===== config.mk =====
export PLATFORM = sky130hd
export DESIGN_NAME = pci64w_wr_init
export DESIGN_NICKNAME = d
export VERILOG_FILES = /design/src/rtl/pci64w_pkg.sv /design/src/rtl/pci64w_ctrl.sv /design/src/rtl/pci64w_dpath.sv /design/src/rtl/pci64w_oe.sv /design/src/rtl/pci64w_wr_init.sv
export SDC_FILE = /design/constraint.sdc
export NUM_CORES = 1
export LEC_CHECK = 0
export BUFFER_PORTS_ARGS = -buffer_cell sky130_fd_sc_hd__buf_4
export CORE_ASPECT_RATIO = 1.2
export CORE_UTILIZATION = 52
export DETAILED_ROUTE_END_ITERATION = 12
export PLACE_DENSITY = 0.86
export SYNTH_ARGS = -nofsm -noshare
export SYNTH_HDL_FRONTEND = slang
export SYNTH_SLANG_ARGS = --single-unit
export TNS_END_PERCENT = 20

===== constraint.sdc =====
create_clock -name clk -period 5.8 [get_ports clk]
set_clock_uncertainty 0.2 [all_clocks]
set_input_delay 0.58 -clock clk [delete_from_list [all_inputs] [get_ports clk]]
set_output_delay 0.58 -clock clk [all_outputs]
set_load 0.05 [all_outputs]

===== src/rtl/pci64w_pkg.sv =====
// Shared types and codes of the 64-bit PCI initiator write sequencer.
package pci64w_pkg;
    typedef enum logic [2:0] {
        ST_IDLE, ST_REQ, ST_ADDR, ST_DEVW, ST_DATA, ST_TURN, ST_REL
    } wr_state_t;

    localparam logic [3:0] STAT_IDLE    = 4'h0;
    localparam logic [3:0] STAT_REQ     = 4'h1;
    localparam logic [3:0] STAT_ADDR    = 4'h2;
    localparam logic [3:0] STAT_DATA    = 4'h4;
    localparam logic [3:0] STAT_BUSTERM = 4'h8;

    localparam logic [1:0] TERM_NONE   = 2'b00;
    localparam logic [1:0] TERM_NORMAL = 2'b01;

    localparam logic [3:0] CMD_MEM_WRITE = 4'b0111;
endpackage


===== src/rtl/pci64w_ctrl.sv =====
// Sequencer control: request, address phase, width window, data phases,
// last-phase framing and release. Assumes a single-word bus slot: a new
// word is captured only when the slot is empty or its phase completes.
module pci64w_ctrl
    import pci64w_pkg::*;
#(
    parameter int CNT_W      = 8,
    parameter int WIDTH_WAIT = 2
) (
    input  logic             clk,
    input  logic             rst_n,
    input  logic             loc_req,
    input  logic             loc_want64,
    input  logic [CNT_W-1:0] loc_len,
    input  logic             loc_rdy,
    input  logic             gnt_n,
    input  logic             devsel_n,
    input  logic             ack64_n,
    input  logic             trdy_n,
    output wr_state_t        state,
    output logic             addr_take,
    output logic             data_take,
    output logic             is64,
    output logic             req_act,
    output logic             frame_act,
    output logic             req64_act,
    output logic             irdy_act,
    output logic [CNT_W-1:0] burst_cnt,
    output logic [3:0]       status,
    output logic [1:0]       term
);
    localparam int WW_W = $clog2(WIDTH_WAIT + 1);
    localparam logic [WW_W-1:0] WW_LAST = WW_W'(WIDTH_WAIT - 1);

    logic             want64_q;
    logic             dsel_seen;
    logic [WW_W-1:0]  wcnt;
    logic [CNT_W-1:0] fetch_left;
    logic             req_prev;
    logic             complete;
    logic             slot_free;

    // Phase completion, slot availability and word capture decisions.
    always_comb begin
        complete  = (state == ST_DATA) && irdy_act && !trdy_n;
        slot_free = !irdy_act || complete;
        data_take = (state == ST_DATA) && slot_free && loc_rdy && (fetch_left != '0);
        addr_take = (state == ST_REQ) && !gnt_n;
    end

    // Main sequencing register block.
    always_ff @(posedge clk) begin
        if (!rst_n) begin
            state      <= ST_IDLE;
            want64_q   <= 1'b0;
            dsel_seen  <= 1'b0;
            wcnt       <= '0;
            fetch_left <= '0;
            burst_cnt  <= '0;
            is64       <= 1'b0;
            req_act    <= 1'b0;
            frame_act  <= 1'b0;
            req64_act  <= 1'b0;
            irdy_act   <= 1'b0;
            status     <= STAT_IDLE;
            term       <= TERM_NONE;
            req_prev   <= 1'b0;
        end else begin
            req_prev <= loc_req;
            case (state)
                ST_IDLE: begin
                    if (loc_req) begin
                        state      <= ST_REQ;
                        req_act    <= 1'b1;
                        want64_q   <= loc_want64;
                        fetch_left <= (loc_len == '0) ? CNT_W'(1) : loc_len;
                        burst_cnt  <= (loc_len == '0) ? CNT_W'(1) : loc_len;
                        is64       <= 1'b0;
                        status     <= STAT_REQ;
                        term       <= TERM_NONE;
                    end
                end
                ST_REQ: begin
                    if (addr_take) begin
                        state     <= ST_ADDR;
                        frame_act <= 1'b1;
                        req64_act <= want64_q;
                        status    <= STAT_ADDR;
                    end
                end
                ST_ADDR: begin
                    state     <= ST_DEVW;
                    dsel_seen <= 1'b0;
                    wcnt      <= '0;
                end
                ST_DEVW: begin
                    if (!dsel_seen) begin
                        if (!devsel_n) begin
                            dsel_seen <= 1'b1;
                            wcnt      <= '0;
                        end
                    end else if (wcnt == WW_LAST) begin
                        state  <= ST_DATA;
                        is64   <= want64_q && !ack64_n;
                        status <= STAT_DATA;
                    end else begin
                        wcnt <= wcnt + 1'b1;
                    end
                end
                ST_DATA: begin
                    if (data_take) begin
                        irdy_act   <= 1'b1;
                        fetch_left <= fetch_left - 1'b1;
                        if (fetch_left == CNT_W'(1)) begin
                            frame_act <= 1'b0;
                            req64_act <= 1'b0;
                        end
                    end else if (complete) begin
                        irdy_act <= 1'b0;
                    end
                    if (complete) begin
                        burst_cnt <= burst_cnt - 1'b1;
                        if (burst_cnt == CNT_W'(1)) begin
                            state    <= ST_TURN;
                            irdy_act <= 1'b0;
                            status   <= STAT_BUSTERM;
                            term     <= TERM_NORMAL;
                        end
                    end
                end
                ST_TURN: state <= ST_REL;
                default: state <= ST_IDLE;
            endcase
            if (req_act && frame_act && !req_prev) begin
                req_act <= 1'b0;
            end
        end
    end
endmodule


===== src/rtl/pci64w_dpath.sv =====
// Bus word register: captures the address with the memory-write command
// at grant, then each local word with its byte enables on a data capture.
// Holds its value otherwise, which keeps the bus stable in wait states.
module pci64w_dpath
    import pci64w_pkg::*;
#(
    parameter int DW   = 64,
    parameter int BE_W = DW / 8
) (
    input  logic            clk,
    input  logic            rst_n,
    input  logic            addr_take,
    input  logic            data_take,
    input  logic [DW-1:0]   din,
    input  logic [BE_W-1:0] be_in,
    output logic [DW-1:0]   ad_q,
    output logic [BE_W-1:0] cbe_q
);
    // Load address or data word into the bus register.
    always_ff @(posedge clk) begin
        if (!rst_n) begin
            ad_q  <= '0;
            cbe_q <= '0;
        end else if (addr_take) begin
            ad_q  <= din;
            cbe_q <= {{(BE_W-4){1'b0}}, CMD_MEM_WRITE};
        end else if (data_take) begin
            ad_q  <= din;
            cbe_q <= be_in;
        end
    end
endmodule


===== src/rtl/pci64w_oe.sv =====
// Output-enable decode per signal group from the sequencer state.
// The high halves are driven only in data phases of a 64-bit transfer.
module pci64w_oe
    import pci64w_pkg::*;
(
    input  wr_state_t state,
    input  logic      is64,
    output logic      frame_oe,
    output logic      req64_oe,
    output logic      lo_oe,
    output logic      hi_oe,
    output logic      irdy_oe,
    output logic      par_oe
);
    // Group enables follow the ownership window of each signal.
    always_comb begin
        frame_oe = (state == ST_ADDR) || (state == ST_DEVW) || (state == ST_DATA);
        req64_oe = frame_oe;
        lo_oe    = frame_oe;
        hi_oe    = (state == ST_DATA) && is64;
        irdy_oe  = (state == ST_DEVW) || (state == ST_DATA) || (state == ST_TURN);
        par_oe   = irdy_oe;
    end
endmodule


===== src/rtl/pci64w_wr_init.sv =====
// Top of the 64-bit PCI initiator write sequencer. Connects the control
// engine, the bus word register and the output-enable decode. PCI control
// values are active-low; each group has a separate drive enable.
module pci64w_wr_init
    import pci64w_pkg::*;
#(
    parameter int DW         = 64,
    parameter int CNT_W      = 8,
    parameter int WIDTH_WAIT = 2
) (
    input  logic             clk,
    input  logic             rst_n,
    input  logic             loc_req,
    input  logic             loc_want64,
    input  logic [CNT_W-1:0] loc_len,
    input  logic             loc_rdy,
    input  logic [DW-1:0]    loc_data,
    input  logic [DW/8-1:0]  loc_be,
    output logic             loc_xfer_lo,
    output logic             loc_xfer_hi,
    output logic             loc_is64,
    output logic             loc_gnt_n,
    output logic [3:0]       loc_status,
    output logic [1:0]       loc_term,
    output logic [CNT_W-1:0] loc_burst_cnt,
    output logic             pci_req_n,
    input  logic             pci_gnt_n,
    output logic             frame_n_o,
    output logic             frame_oe,
    output logic             req64_n_o,
    output logic             req64_oe,
    output logic             irdy_n_o,
    output logic             irdy_oe,
    output logic [DW-1:0]    ad_o,
    output logic             ad_lo_oe,
    output logic             ad_hi_oe,
    output logic [DW/8-1:0]  cbe_o,
    output logic             cbe_lo_oe,
    output logic             cbe_hi_oe,
    output logic             par_oe,
    input  logic             pci_devsel_n,
    input  logic             pci_ack64_n,
    input  logic             pci_trdy_n
);
    localparam int BE_W = DW / 8;

    wr_state_t st;
    logic addr_take, data_take, is64;
    logic req_act, frame_act, req64_act, irdy_act;
    logic lo_oe, hi_oe;

    pci64w_ctrl #(.CNT_W(CNT_W), .WIDTH_WAIT(WIDTH_WAIT)) u_ctrl (
        .clk(clk), .rst_n(rst_n), .loc_req(loc_req), .loc_want64(loc_want64),
        .loc_len(loc_len), .loc_rdy(loc_rdy), .gnt_n(pci_gnt_n),
        .devsel_n(pci_devsel_n), .ack64_n(pci_ack64_n), .trdy_n(pci_trdy_n),
        .state(st), .addr_take(addr_take), .data_take(data_take), .is64(is64),
        .req_act(req_act), .frame_act(frame_act), .req64_act(req64_act),
        .irdy_act(irdy_act), .burst_cnt(loc_burst_cnt), .status(loc_status),
        .term(loc_term)
    );

    pci64w_dpath #(.DW(DW), .BE_W(BE_W)) u_dpath (
        .clk(clk), .rst_n(rst_n), .addr_take(addr_take), .data_take(data_take),
        .din(loc_data), .be_in(loc_be), .ad_q(ad_o), .cbe_q(cbe_o)
    );

    pci64w_oe u_oe (
        .state(st), .is64(is64), .frame_oe(frame_oe), .req64_oe(req64_oe),
        .lo_oe(lo_oe), .hi_oe(hi_oe), .irdy_oe(irdy_oe), .par_oe(par_oe)
    );

    // Port-level mapping of active-high internal flags to bus polarity.
    always_comb begin
        loc_xfer_lo = data_take;
        loc_xfer_hi = data_take && is64;
        loc_is64    = is64;
        loc_gnt_n   = pci_gnt_n;
        pci_req_n   = !req_act;
        frame_n_o   = !frame_act;
        req64_n_o   = !req64_act;
        irdy_n_o    = !irdy_act;
        ad_lo_oe    = lo_oe;
        cbe_lo_oe   = lo_oe;
        ad_hi_oe    = hi_oe;
        cbe_hi_oe   = hi_oe;
    end
endmodule


# Word-level counts from Yosys, hierarchy flattened
# Cells that the tools add are included.
[totals]
regBits = 107
in_bits = 89
output_inout_bits = 102
elab_cells = 132
[op_classes]
bitwise_logic = 1
add_sub_neg = 3
eq_ne = 18
muxes = 49
reduce_logical = 44
[op_table]
columns = ["cell", "count"]
rows = [
  ["2-to-1 mux 64 bit", 2],
  ["2-to-1 mux 8 bit", 4],
  ["one-hot mux 8 bit (2 select lines)", 2],
  ["2-to-1 mux 3 bit", 8],
  ["2-to-1 mux 4 bit", 6],
  ["one-hot mux 3 bit (6 select lines)", 1],
  ["== test 8 x 1 -> 1 bit (second input constant)", 2],
  ["one-hot mux 4 bit (4 select lines)", 1],
  ["subtractor 8 x 1 -> 8 bit (second input constant)", 2],
  ["2-to-1 mux 1 bit", 13],
  ["2-to-1 mux 2 bit", 6],
  ["AND reduction 4 bit", 3],
  ["logical AND 1 bit", 11],
  ["inequality test 2 bit (second input constant)", 5],
  ["nonzero test 2 bit", 5],
  ["AND reduction 3 bit", 3],
  ["logical NOT 1 bit", 8],
  ["logical NOT 8 bit", 1],
  ["one-hot mux 1 bit (2 select lines)", 4],
  ["one-hot mux 2 bit (2 select lines)", 2],
  ["nonzero test 8 bit", 1],
  ["AND reduction 7 bit", 1],
  ["== test 3 x 2 -> 1 bit (second input constant)", 2],
  ["== test 3 bit (second input constant)", 2],
  ["other kinds (13)", 20],
]

# Depth between registers and ports, before layout
[depth]
depth_word = 10
ltp_mapped = 9
depth_no_buf = 7

# Modules after synthesis
# From an unflattened synthesis, not the netlist that was laid out.
[unflattened]
cells_unflattened = 577
area_unflattened_um2 = 5178.7
[modules_own_cells]
columns = ["mod", "cells_each", "seq_area_each_um2", "instances", "area_per_inst_um2"]
rows = [
  ["pci64w_dpath", 317, 1441.4, 1, 3139.3],
  ["pci64w_ctrl", 244, 680.7, 1, 1933.1],
  ["pci64w_oe", 8, 0.0, 1, 62.6],
  ["pci64w_wr_init", 8, 0.0, 1, 43.8],
]

# Worst setup path before layout
# OpenSTA, ideal clock, no wires.
[synth_timing]
path_type = "flip-flop to output port"
startpoint = "reg u_ctrl.state[1]"
endpoint = "out par_oe"
t_arrival_ns = 2.383
stages_incl_launch_ff = 6
path_buffers = 3
slack_ns = 2.637
path_cell_list = "dfxtp_1 > buf_2 > clkbuf_1 > nand2_1 > o21ai_0 > buf_4"
[synth_between]
elab_chain_cells = 3
[synth_lines]
columns = ["element", "line_no", "text"]
rows = [
  ["start, declared", "pci64w_ctrl.sv:20", "output wr_state_t state,"],
  ["start signal, assigned", "pci64w_ctrl.sv:54", "state <= ST_IDLE;"],
  ["start signal, assigned", "pci64w_ctrl.sv:73", "state <= ST_REQ;"],
  ["start signal, assigned", "pci64w_ctrl.sv:85", "state <= ST_ADDR;"],
  ["== test 3 x 2 -> 1 bit or == test 3 bit (tied branches)", "pci64w_oe.sv:21", "irdy_oe = (state == ST_DEVW) || (state == ST_DATA) || (state == ST_TURN);"],
  ["logical OR 1 bit", "pci64w_oe.sv:21", ""],
  ["logical OR 1 bit *", "pci64w_oe.sv:21", ""],
  ["end, declared", "pci64w_wr_init.sv:40", "output logic par_oe,"],
]
# Every way passes the cells marked *; elsewhere a longest branch is shown, timed or not.

# Final worst setup path
[layout_timing]
startpoint = "reg u_ctrl.state[2]"
endpoint = "out loc_xfer_lo"
[layout_between]
elab_chain_cells = 7
[layout_lines]
columns = ["element", "line_no", "text"]
rows = [
  ["== test 3 bit *", "pci64w_ctrl.sv:45, pci64w_ctrl.sv:47", ""],
  ["logical AND 1 bit (2 in series)", "pci64w_ctrl.sv:45", "complete = (state == ST_DATA) && irdy_act && !trdy_n;"],
  ["logical OR 1 bit", "pci64w_ctrl.sv:46", "slot_free = !irdy_act || complete;"],
  ["logical AND 1 bit * (3 in series)", "pci64w_ctrl.sv:47", "data_take = (state == ST_DATA) && slot_free && loc_rdy && (fetch_left != '0);"],
  ["end, declared", "pci64w_wr_init.sv:19", "output logic loc_xfer_lo,"],
]
# Marked as above.

==> qor.yml <==
path_clk_slew_ns: 0.09
finalSetupViolations: 0
p_switching_mw: 0.914
synthCells: 505
crit_buf_inv: 3
final_net_count: 766
whs_ns: 0.238
p_int_mw: 1.30
worst_slew_pin_slew_ns: 1.06
port-buffer-count: 189
vias: 4250
drive_gt1_share_pct: 32.9
required_ns: 5.02
worstSetupStartpoint: "u_ctrl.state[2]"
synth-seq-cells: 106
holdBufCountCts: 0
pwr-share-comb_pct: 41.2
clockBufferDepth: 2
fin_ws_ns: 2.45
placed_area_um2: 5980
drt_iter0_drc: 186
endpoint_kind: "output port"
yosysWarnings: 0
switching_share_pct: 41.2
rsz0062_at_grt: "no"
cts_made_buffers: 9
firstDrtPassIters: 4
final-hold-violation-count: 0
critical_path.top_delay_family: "simple AND/OR/NAND/NOR gates"
cts_setup_buffers: 0
start_kind: "flip-flop"
cts_num_sinks: 106
wl_per_cell_um: 15.4
post-place-ws_ns: 2.79
crit_path_top_delay_cell: "dfxtp_1"
final_cells: 792
cts_tree: "built"
postSynthAreaPerCell_um2: 9.28
seq_area_frac_synth_pct: 45.3
path_common_cell: "buf_4"
num_rows: 37
ir_drop_mv: 0.209
min_period_over_period_pct: 57.7
routed_via_density: 5.37
design_area_um2: 6130
grt_first_pass_wirelength_um: 18700
crit_arrival_ns: 2.57
grt_usage_pct: 25.7
syn_to_final_growth_pct: 30.9
synthesis.area_um2: 4680
ctsHtreeMaxLevel: 3
timing.max_cap.violations: 0
max_slew_margin_pct: 29.3
seqPwrFrac_pct: 41.1
drt_wl_total_um: 12200
critical_path_class: "flip-flop to output port"
antenna_found_initial: 0
die_h_um: 106
holdCritStartpoint: "loc_data[43]"
cp_max_fo: 20
dpl.hpwl_um: 9050
clk_latency_ns: 0.37
synth_edf_count: 0
grt_overflow_total: 0
initial_core_util_pct: 54.1
clkPwrFrac_pct: 17.6
dieArea_um2: 9390
ys_types: 56
ios: 191
core-area_um2: 8660
drc_errors: 0
setup_tns_ns: 0
grt_pass1_vias: 4009
crit_chain: "nor3b_2 > buf_4 > and3_1 > nand2_2 > clkinv_1 > buf_4"
diodes: 0
ctsResizeCount: 0
clockRootBuffer: "clkbuf_8"
final_cell_mix: "192 x buf_4, 106 x dfxtp_1, 83 x nor2_1, 66 x mux2i_1, 45 x nand2_1"
syn-num-nets: 600
p_leak_nw: 3.07
placed_cells: 777
power_density_nw_per_um2: 362
power_mw: 2.22
fin_util_pct: 70.8
ys_async_sr_fraction_pct: 0
status: "finished clean"
slowest_delay_ns: 0.64
die_w_um: 88.6
final_max_slew_viol_count: 0
gp_congestion: 0.866
ant_nets: 0
min_path_type: "primary input to flip-flop"
period_minus_slack_ns: 3.35
ys.flop_type: "dfxtp_1"
layout_commonest_cell: "buf_4"
grt_max_degree: 66
fmax_mhz: 299
r2r_start: "u_ctrl.state[1]"
[cell type report]
cell class | instances | area, µm²
Clock buffer | 13 | 139
Fill cell | 692 | 2520
Multi-Input combinational cell | 348 | 2220
Inverter | 14 | 52.6
Sequential cell | 106 | 2120
Clock inverter | 2 | 15.0
Timing Repair Buffer | 192 | 1440
Tap cell | 117 | 146
[registers in the layout, indices dropped and copies added (netlist names)]
signal	flops
u_ctrl.wcnt	2
u_ctrl.is64	1
u_ctrl.state	3
u_ctrl.burst_cnt	8
u_ctrl.req_prev	1
u_dpath.ad_q	64
u_ctrl.req64_act	1
u_dpath.cbe_q	8
u_ctrl.irdy_act	1
u_ctrl.dsel_seen	1
u_ctrl.term	1
u_ctrl.req_act	1
u_ctrl.status	4
u_ctrl.want64_q	1
u_ctrl.fetch_left	8
u_ctrl.frame_act	1
[cells by family after synthesis]
group	count (synthesis)	synth area share [%]
and+or+nand+nor	180	18.6
DFF	106	45.3
AOI/OAI and AO/OA	93	12.3
muxes	67	14.3
buffers and inverters	51	7.53
adders and majority gates	6	1.60
other	1	0.0801
xor gates and xnor gates	1	0.187
[synth_stat cells (2+ instances only)]
cell type / instances / share of area [%]
o32ai_1: 3 / 0.56
a21oi_1: 41 / 4.4
o221a_2: 4 / 0.96
mux2i_1: 66 / 14
and2_1: 3 / 0.40
o22ai_1: 2 / 0.27
nor2b_1: 2 / 0.27
nand2_1: 45 / 3.6
nor2_1: 83 / 6.7
o31ai_1: 5 / 0.80
o21ai_1: 3 / 0.32
ha_1: 6 / 1.6
nor4_1: 2 / 0.27
or3_1: 4 / 0.53
nand2b_1: 8 / 1.1
o21ai_0: 14 / 1.5
nand3_1: 4 / 0.43
nor3_1: 5 / 0.53
and3_1: 2 / 0.27
buf_2: 8 / 0.85
a21o_1: 4 / 0.64
clkbuf_1: 13 / 1.0
buf_12: 7 / 3.0
dfxtp_1: 106 / 45
nand3b_1: 4 / 0.64
buf_4: 8 / 1.3
a21oi_2: 2 / 0.37
a211oi_1: 4 / 0.64
nand4_1: 4 / 0.53
a31oi_1: 5 / 0.67
inv_1: 13 / 1.0
[worst paths after layout]
path                            slack (ns)                to  depth (start not counted)
worst max register to register        2.76  u_dpath.ad_q[21]                          7
worst min register to register        0.26  u_dpath.cbe_q[5]                          2
worst min-delay path                  0.24  u_dpath.ad_q[43]                          3
worst max-delay path                  2.45       loc_xfer_lo                          6
[worst reg2reg max path, stage by stage, from the launching register on]
cell and delay [ns]:
dfxtp_1 0.75, nor3b_2 0.10, buf_4 0.23, and3_1 0.28
a21oi_4 0.14, buf_4 0.79, mux2i_1 0.37, nor2_1 0.06
[routing by layer]
layer  up-vias  global-route usage [%]  routed length [µm]
met3        17                    7.61                1110
met5         -                       0                   0
met2       192                    45.9                6240
met4         0                    8.87                 184
li1       2057                       -                   -
met1      1984                    28.4                4630
[power groups by stage]
stage	combinational, mW	sequential, mW	clock, mW
2_1_floorplan	0.471	1.16	0
3_3_place_gp	0.898	0.922	0
3_5_place_dp	0.914	0.928	0
4_1_cts	0.918	0.912	0.400
5_1_grt	0.976	0.927	0.431
6_report	0.914	0.913	0.391
(Power assumes the default switching activity.)
